**src/rtl/nand_ecc_pkg.sv**
```systemverilog
package nand_ecc_pkg;

    // Result of comparing a stored code with a freshly computed one
    typedef enum logic [1:0] {
        CHK_CLEAN = 2'd0,
        CHK_FIX   = 2'd1,
        CHK_CODE  = 2'd2,
        CHK_FATAL = 2'd3
    } chk_status_e;

    // Bits needed to address a bit inside one byte
    localparam int unsigned SUBBIT_W = 3;

endpackage

```
**src/rtl/ecc_lane.sv**
```systemverilog
module ecc_lane #(
    parameter int unsigned SECTOR_BYTES = 512
) (
    input  logic                                       clk,
    input  logic                                       rst_n,
    input  logic                                       byte_en,
    input  logic [7:0]                                 byte_in,
    input  logic                                       start_i,
    input  logic                                       clear_i,
    output logic [$clog2(SECTOR_BYTES)+nand_ecc_pkg::SUBBIT_W-1:0] hi_o,
    output logic [$clog2(SECTOR_BYTES)+nand_ecc_pkg::SUBBIT_W-1:0] lo_o,
    output logic                                       running_o
);
    import nand_ecc_pkg::*;

    localparam int unsigned IDX_W   = $clog2(SECTOR_BYTES);
    localparam int unsigned FIELD_W = IDX_W + SUBBIT_W;
    localparam int unsigned CNT_W   = IDX_W + 1;
    localparam logic [CNT_W-1:0] CNT_MAX = CNT_W'(SECTOR_BYTES);

    typedef struct packed {
        logic               run;
        logic [CNT_W-1:0]   cnt;
        logic [FIELD_W-1:0] hi;
        logic [FIELD_W-1:0] lo;
    } lane_t;

    lane_t lane_d, lane_q;

    logic [FIELD_W-1:0] hi_delta;
    logic [FIELD_W-1:0] lo_delta;
    logic [IDX_W-1:0]   byte_idx;
    logic               byte_par;
    logic               accept;

    // Per-byte contribution to both parity fields
    always_comb begin
        byte_idx = lane_q.cnt[IDX_W-1:0];
        byte_par = ^byte_in;
        hi_delta = '0;
        lo_delta = '0;
        for (int k = 0; k < int'(SUBBIT_W); k++) begin
            for (int j = 0; j < 8; j++) begin
                if (((j >> k) & 1) != 0) hi_delta[k] = hi_delta[k] ^ byte_in[j];
                else                     lo_delta[k] = lo_delta[k] ^ byte_in[j];
            end
        end
        for (int k = int'(SUBBIT_W); k < int'(FIELD_W); k++) begin
            hi_delta[k] = byte_par &  byte_idx[k-SUBBIT_W];
            lo_delta[k] = byte_par & ~byte_idx[k-SUBBIT_W];
        end
    end

    // Next-state computation
    always_comb begin
        lane_d = lane_q;
        accept = lane_q.run && byte_en && (lane_q.cnt < CNT_MAX) && !clear_i;
        if (accept) begin
            lane_d.hi  = lane_q.hi ^ hi_delta;
            lane_d.lo  = lane_q.lo ^ lo_delta;
            lane_d.cnt = lane_q.cnt + 1'b1;
        end
        if (clear_i) begin
            lane_d.run = 1'b0;
            lane_d.cnt = '0;
            lane_d.hi  = '0;
            lane_d.lo  = '0;
        end
        if (start_i) begin
            lane_d.run = 1'b1;
        end
    end

    always_ff @(posedge clk) begin
        if (!rst_n) lane_q <= '0;
        else        lane_q <= lane_d;
    end

    assign hi_o      = lane_q.hi;
    assign lo_o      = lane_q.lo;
    assign running_o = lane_q.run;

    // the byte count never passes the sector size
    p_cnt_bound_r6: assert property (@(posedge clk) disable iff (!rst_n)
        lane_q.cnt <= CNT_MAX);

    // a full lane keeps its parity until cleared
    p_full_hold_r6: assert property (@(posedge clk) disable iff (!rst_n)
        (lane_q.cnt == CNT_MAX && !clear_i) |=> ($stable(lane_q.hi) && $stable(lane_q.lo)));

    // an idle lane does not move
    p_idle_hold_r3: assert property (@(posedge clk) disable iff (!rst_n)
        (!lane_q.run && !clear_i) |=> ($stable(lane_q.hi) && $stable(lane_q.lo) && $stable(lane_q.cnt)));

    // a clear empties and stops the lane
    p_clear_r5: assert property (@(posedge clk) disable iff (!rst_n)
        (clear_i && !start_i) |=> (!lane_q.run && lane_q.cnt == '0 && lane_q.hi == '0 && lane_q.lo == '0));

    // clear together with start leaves an empty running lane
    p_clear_start_r7: assert property (@(posedge clk) disable iff (!rst_n)
        (clear_i && start_i) |=> (lane_q.run && lane_q.cnt == '0 && lane_q.hi == '0));

endmodule

```
**src/rtl/ecc_check.sv**
```systemverilog
module ecc_check #(
    parameter int unsigned SECTOR_BYTES = 512
) (
    input  logic                                                         clk,
    input  logic                                                         rst_n,
    input  logic                                                         req_i,
    input  logic [2*($clog2(SECTOR_BYTES)+nand_ecc_pkg::SUBBIT_W)-1:0]   stored_i,
    input  logic [2*($clog2(SECTOR_BYTES)+nand_ecc_pkg::SUBBIT_W)-1:0]   calc_i,
    output logic                                                         valid_o,
    output nand_ecc_pkg::chk_status_e                                    status_o,
    output logic [$clog2(SECTOR_BYTES)-1:0]                              byte_o,
    output logic [nand_ecc_pkg::SUBBIT_W-1:0]                            bit_o
);
    import nand_ecc_pkg::*;

    localparam int unsigned IDX_W   = $clog2(SECTOR_BYTES);
    localparam int unsigned FIELD_W = IDX_W + SUBBIT_W;
    localparam int unsigned CODE_W  = 2 * FIELD_W;

    typedef struct packed {
        logic                valid;
        chk_status_e         status;
        logic [IDX_W-1:0]    byte_idx;
        logic [SUBBIT_W-1:0] bit_idx;
    } chk_t;

    chk_t chk_d, chk_q;

    logic [CODE_W-1:0]  diff;
    logic [FIELD_W-1:0] diff_hi;
    logic [FIELD_W-1:0] diff_lo;
    logic [IDX_W-1:0]   pos_byte;
    logic               one_hot;

    always_comb begin
        diff     = stored_i ^ calc_i;
        diff_hi  = diff[CODE_W-1:FIELD_W];
        diff_lo  = diff[FIELD_W-1:0];
        pos_byte = diff_hi[FIELD_W-1:SUBBIT_W];
        one_hot  = (diff & (diff - 1'b1)) == '0;

        chk_d       = chk_q;
        chk_d.valid = req_i;
        if (req_i) begin
            chk_d.byte_idx = '0;
            chk_d.bit_idx  = '0;
            if (diff == '0) begin
                chk_d.status = CHK_CLEAN;
            end else if ((diff_hi ^ diff_lo) == '1) begin
                if (int'(pos_byte) < int'(SECTOR_BYTES)) begin
                    chk_d.status   = CHK_FIX;
                    chk_d.byte_idx = pos_byte;
                    chk_d.bit_idx  = diff_hi[SUBBIT_W-1:0];
                end else begin
                    chk_d.status = CHK_FATAL;
                end
            end else if (one_hot) begin
                chk_d.status = CHK_CODE;
            end else begin
                chk_d.status = CHK_FATAL;
            end
        end
    end

    always_ff @(posedge clk) begin
        if (!rst_n) chk_q <= '0;
        else        chk_q <= chk_d;
    end

    assign valid_o  = chk_q.valid;
    assign status_o = chk_q.status;
    assign byte_o   = chk_q.byte_idx;
    assign bit_o    = chk_q.bit_idx;

    // a request yields a valid result on the next cycle
    p_valid_follows_r12: assert property (@(posedge clk) disable iff (!rst_n)
        req_i |=> valid_o);

    // no request, no valid
    p_valid_quiet_r12: assert property (@(posedge clk) disable iff (!rst_n)
        !req_i |=> !valid_o);

    // position outputs are zero unless the error is correctable
    p_pos_zero_r11: assert property (@(posedge clk) disable iff (!rst_n)
        (valid_o && status_o != CHK_FIX) |-> (byte_o == '0 && bit_o == '0));

endmodule

```
**src/rtl/nand_ecc_unit.sv**
```systemverilog
module nand_ecc_unit #(
    parameter int unsigned NUM_CS       = 4,
    parameter int unsigned SECTOR_BYTES = 512,
    parameter int unsigned WORD_W       = 32,
    parameter int unsigned HI_LSB       = 16
) (
    input  logic                                                        clk,
    input  logic                                                        rst_n,
    input  logic [$clog2(NUM_CS)-1:0]                                   cs_sel,
    input  logic                                                        byte_valid,
    input  logic [7:0]                                                  byte_data,
    input  logic [NUM_CS-1:0]                                           start_mask,
    input  logic                                                        rd_req,
    input  logic [$clog2(NUM_CS)-1:0]                                   rd_cs,
    output logic [WORD_W-1:0]                                           rd_word,
    input  logic                                                        chk_req,
    input  logic [2*($clog2(SECTOR_BYTES)+nand_ecc_pkg::SUBBIT_W)-1:0]  chk_stored,
    input  logic [2*($clog2(SECTOR_BYTES)+nand_ecc_pkg::SUBBIT_W)-1:0]  chk_calc,
    output logic                                                        chk_valid,
    output logic [1:0]                                                  chk_status,
    output logic [$clog2(SECTOR_BYTES)-1:0]                             chk_byte,
    output logic [nand_ecc_pkg::SUBBIT_W-1:0]                           chk_bit
);
    import nand_ecc_pkg::*;

    localparam int unsigned CS_W    = $clog2(NUM_CS);
    localparam int unsigned IDX_W   = $clog2(SECTOR_BYTES);
    localparam int unsigned FIELD_W = IDX_W + SUBBIT_W;

    logic [FIELD_W-1:0] hi_v  [NUM_CS];
    logic [FIELD_W-1:0] lo_v  [NUM_CS];
    logic [NUM_CS-1:0]  run_v;
    logic [NUM_CS-1:0]  lane_en;
    logic [NUM_CS-1:0]  lane_clr;

    for (genvar g = 0; g < int'(NUM_CS); g++) begin : g_lane
        assign lane_en[g]  = byte_valid && (cs_sel == CS_W'(g));
        assign lane_clr[g] = rd_req && (rd_cs == CS_W'(g));

        ecc_lane #(
            .SECTOR_BYTES (SECTOR_BYTES)
        ) u_lane (
            .clk       (clk),
            .rst_n     (rst_n),
            .byte_en   (lane_en[g]),
            .byte_in   (byte_data),
            .start_i   (start_mask[g]),
            .clear_i   (lane_clr[g]),
            .hi_o      (hi_v[g]),
            .lo_o      (lo_v[g]),
            .running_o (run_v[g])
        );
    end

    // Raw word: clear field low, set field at HI_LSB, spare bits zero
    always_comb begin
        rd_word                   = '0;
        rd_word[FIELD_W-1:0]      = lo_v[rd_cs];
        rd_word[HI_LSB +: FIELD_W] = hi_v[rd_cs];
    end

    chk_status_e chk_status_e_w;

    ecc_check #(
        .SECTOR_BYTES (SECTOR_BYTES)
    ) u_check (
        .clk      (clk),
        .rst_n    (rst_n),
        .req_i    (chk_req),
        .stored_i (chk_stored),
        .calc_i   (chk_calc),
        .valid_o  (chk_valid),
        .status_o (chk_status_e_w),
        .byte_o   (chk_byte),
        .bit_o    (chk_bit)
    );

    assign chk_status = chk_status_e_w;

    // bytes for another chip select leave the displayed lane unchanged
    p_other_lane_r3: assert property (@(posedge clk) disable iff (!rst_n)
        (byte_valid && cs_sel != rd_cs && !rd_req && start_mask == '0)
            |=> ((rd_cs != $past(rd_cs)) || $stable(rd_word)));

    // a lane is idle right after its read-clear unless started
    p_read_idle_r5: assert property (@(posedge clk) disable iff (!rst_n)
        (rd_req && start_mask == '0) |=> (run_v == ($past(run_v) & ~$past(lane_clr))));

endmodule

```
**config.mk**
```make
export PLATFORM = sky130hd
export DESIGN_NAME = nand_ecc_unit
export DESIGN_NICKNAME = d
export VERILOG_FILES = /design/src/rtl/nand_ecc_pkg.sv /design/src/rtl/ecc_lane.sv /design/src/rtl/ecc_check.sv /design/src/rtl/nand_ecc_unit.sv
export SDC_FILE = /design/constraint.sdc
export NUM_CORES = 1
export LEC_CHECK = 0
export BUFFER_PORTS_ARGS = -buffer_cell sky130_fd_sc_hd__buf_2
export CORE_ASPECT_RATIO = 1.1
export CORE_MARGIN = 3
export CORE_UTILIZATION = 52
export DETAILED_ROUTE_END_ITERATION = 10
export PLACE_DENSITY = 0.86
export SYNTH_ARGS = -nofsm -noshare
export SYNTH_HDL_FRONTEND = slang
export SYNTH_SLANG_ARGS = --single-unit
```
**constraint.sdc**
```tcl
create_clock -name clk -period 2.33 [get_ports clk]
set_input_delay 0.466 -clock clk [delete_from_list [all_inputs] [get_ports clk]]
set_output_delay 0.466 -clock clk [all_outputs]
set_load 0.01 [all_outputs]
```
==> metrics <==
run status=finished, final reports clean; CP max FO=13; slew at the pin closest to its max-slew limit=0.560 ns; Sink Count=155; total grt overflow=0; R2R setup slack=~0.46 ns; CP top delay family=buffers and inverters; die area=15900 sq um; Mean Syn Cell Area=9.11 sq um; Post-CTS Setup Bufs=0; layout cell share with drive strength beyond 1=~23%; Post-DRT Antenna Nets=0; RSZ-0062 raised after global routing=false; DRC violations left=0; area leader, netlist=dfxtp_1; core area=14000 sq um; diode count=0; largest family of logic cells by synthesized area=XOR/XNOR gates; worst slack at placement=-0.0200 ns; Final Worst Setup Slack=0.127 ns; Hold-fix buffers, CTS=0; H-tree Lvls=4; DR iter-0 viols=between 400 and 500; CTS buffer count=17; vias in the first global route=a little over 6000; Longest Clk Path Bufs=2; Buf+Inv Stages, Crit Path=3; Reg area=3100 sq um; Clock transition at path regs=0.06 ns; routed wire length per instance=16.6 um; Die H=132 um; Final Wtd Congestion=between 0.8 and 0.9; hold path depth=2; largest net degree at the start of global routing=35; Routed WL=19.2 mm; final worst path period share=94.5%; simple-gate area share of the yosys netlist=21.5%; sequential-to-total area share from yosys stat=~41%; xor and xnor area share after synthesis=21.5%; Seq cells post-synth=155; CP Capture Type=output port; CP most frequent cell=buf_2; Layout Utilization=64.7%; Die Wd=121 um; initial core utilization=53.7%; Worst Path Required=1.86 ns; cell area after synthesis=7500 sq um; IO buf count=107; Layout area overhead=20.5%; Post-Syn Instances=just over 800; area of the multi-input gates=roughly 4200 sq um; slowest CP cell=mux4_2; Final Hold Vio Count=0; share of the synthesized area in the top cell type=41.4%; Hold Crit Class=input port to flop; kind of critical path=input port to output port; antenna violations before repair=0; DP HPWL=13.9 mm; fin nets=1034; Cell Pwr Density=669 nW/um^2; setup_tns=0 ns; compound-gate portion of the synthesized area=4.12%; commonest non-fill, non-tap cells in the layout=178 x nor2_1, 155 x dfxtp_1, 112 x xor2_1, 107 x buf_2, 89 x nand2_1; CTS Root Cell=clkbuf_16; # IOs=116; Peak VDD IR=around 0.34 mV; Pins Over Slew Limit=0; Synth cell types=50; first-pass GRT wire length=30.8 mm; Layout Skew=0.00882 ns; Max-Cap Viols=0; WP depth=4; CP peak stage delay=0.59 ns; Vias/cell=~5.4; CP Launch Type=input port; fmax=between 400 and 500 MHz; Setup-failing EPs final=0; Worst EP arrival=between 1.5 and 2 ns; FILL cells=1097; via count=6301; drt first pass iters=5; cell breakdown of the critical path=buf_2 -> buf_4 -> mux4_2 -> buf_2; Worst R2R Path Depth=6; CTS tree=built; Ys Warns=0; row cnt=45; GR Util All Layers=around 24%; commonest non-fill, non-tap cell in the layout=nor2_1; # resized after CTS=0; Async SR Flop Fraction=0%; power consumption=0.00605 W; post-synthesis mux area share=7.74%; Tmin final=~2.2 ns; synth top area cells=dfxtp_1 41%, xor2_1 13%, nor2_1 8.9%, xnor2_1 7.8%, mux4_2 7.2%; max_slew headroom=62.6%; worst skew pair latency=roughly 0.42 ns; Pleak=between 3 and 4 nW; Post-Synth Adder-Cell Area=0.667%; Post-synth EDFFs=0; Post-synth top flop=dfxtp_1
[per-layer routing]
| metal | wire, um | share of wire [%] | GRT usage (%) | up-vias |
|---|---|---|---|---|
| met5 | 0 | 0 | 0 | - |
| met2 | 9930 | 52 | 42.7 | 286 |
| met3 | 1350 | 7.0 | 5.54 | 44 |
| li1 | - | - | - | 2961 |
| met4 | 481 | 2.5 | 9.07 | 0 |
| met1 | 7470 | 39 | 29.2 | 3010 |
[worst reg2reg max path: cells and delay by family, from the launching register on]
family	cells	cell delay, ns
XOR/XNOR	1	0.16
flip-flops	1	0.35
AND/OR/NAND/NOR	5	1.25
[power breakdown]
group          switching [W]  total (W)  leakage [nW]  internal [W]
Sequential         0.0000222    0.00270          1.25       0.00268
Clock                0.00107    0.00266         0.279       0.00159
Combinational       0.000403   0.000687          2.20      0.000284
[logic make-up after synthesis]
group	count (synthesis)
AO/OA/AOI/OAI	47
XOR/XNOR	182
adder cells (fa/ha/maj)	4
buffers and inverters	49
flip-flops	155
multiplexers	28
other	1
AND/OR/NAND/NOR	358
[metrics by stage]
stage	cell area, sq um	std cells	hold WS [ns]
2_1_floorplan	7530	831	0.437
3_3_place_gp	8480	1130	0.451
3_5_place_dp	8480	1130	0.462
4_1_cts	9040	1161	0.264
5_1_grt	9040	1161	0.276
6_report	9040	1161	0.277
[flip-flops by register name, summed over array words and instances, names as in the netlist]
signal,flops
g_lane.u_lane.hi_o,48
g_lane.u_lane.lane_q,4
g_lane.u_lane.lo_o,48
u_check.byte_o,9
g_lane.u_lane.byte_idx,36
u_check.status_o,2
u_check.valid_o,1
u_check.bit_o,3
g_lane.u_lane.running_o,4
[Yosys cell counts, types with 2 or more instances]
master,number
dfxtp_1,155
nor2_1,178
nor2b_1,5
nand3_1,16
buf_1,2
nor4_1,5
o21ai_0,5
a31oi_1,3
or3_1,2
a21o_1,2
nor3_1,8
buf_4,8
xor2_1,112
xnor2_1,67
nand4_1,10
xnor2_2,3
ha_1,4
o22ai_1,7
nand2b_1,9
a21boi_1,7
and3_1,10
nor4_4,2
and2_1,12
buf_2,10
inv_1,8
nand2_1,89
a21oi_1,14
clkbuf_1,20
mux4_2,24
and4_1,4
mux2i_1,4
[layout make-up]
| class | instances | share of cell area, % |
|---|---|---|
| Multi-Input combinational cell | 627 | 46.7 |
| Sequential cell | 155 | 34.3 |
| Timing Repair Buffer | 151 | 9.71 |
| Clock buffer | 19 | 4.90 |
| Tap cell | 188 | 2.60 |
| Clock inverter | 12 | 1.36 |
| Inverter | 9 | 0.374 |
[path summary, 6_finish.rpt]
| path | from | to |
|---|---|---|
| worst min-delay path | start_mask[1] | g_lane[1].u_lane.running_o$_SDFFE_PN0P_ |
| worst max-delay path | rd_cs[1] | rd_word[3] |
| worst min register to register | u_check.byte_o[6]$_SDFFE_PN0P_ | u_check.byte_o[6]$_SDFFE_PN0P_ |
| worst max register to register | g_lane[3].u_lane.running_o$_SDFFE_PN0P_ | g_lane[3].u_lane.lo_o[10]$_SDFFE_PP0P_ |
No activity file was read; power rests on OpenSTA's default activity.
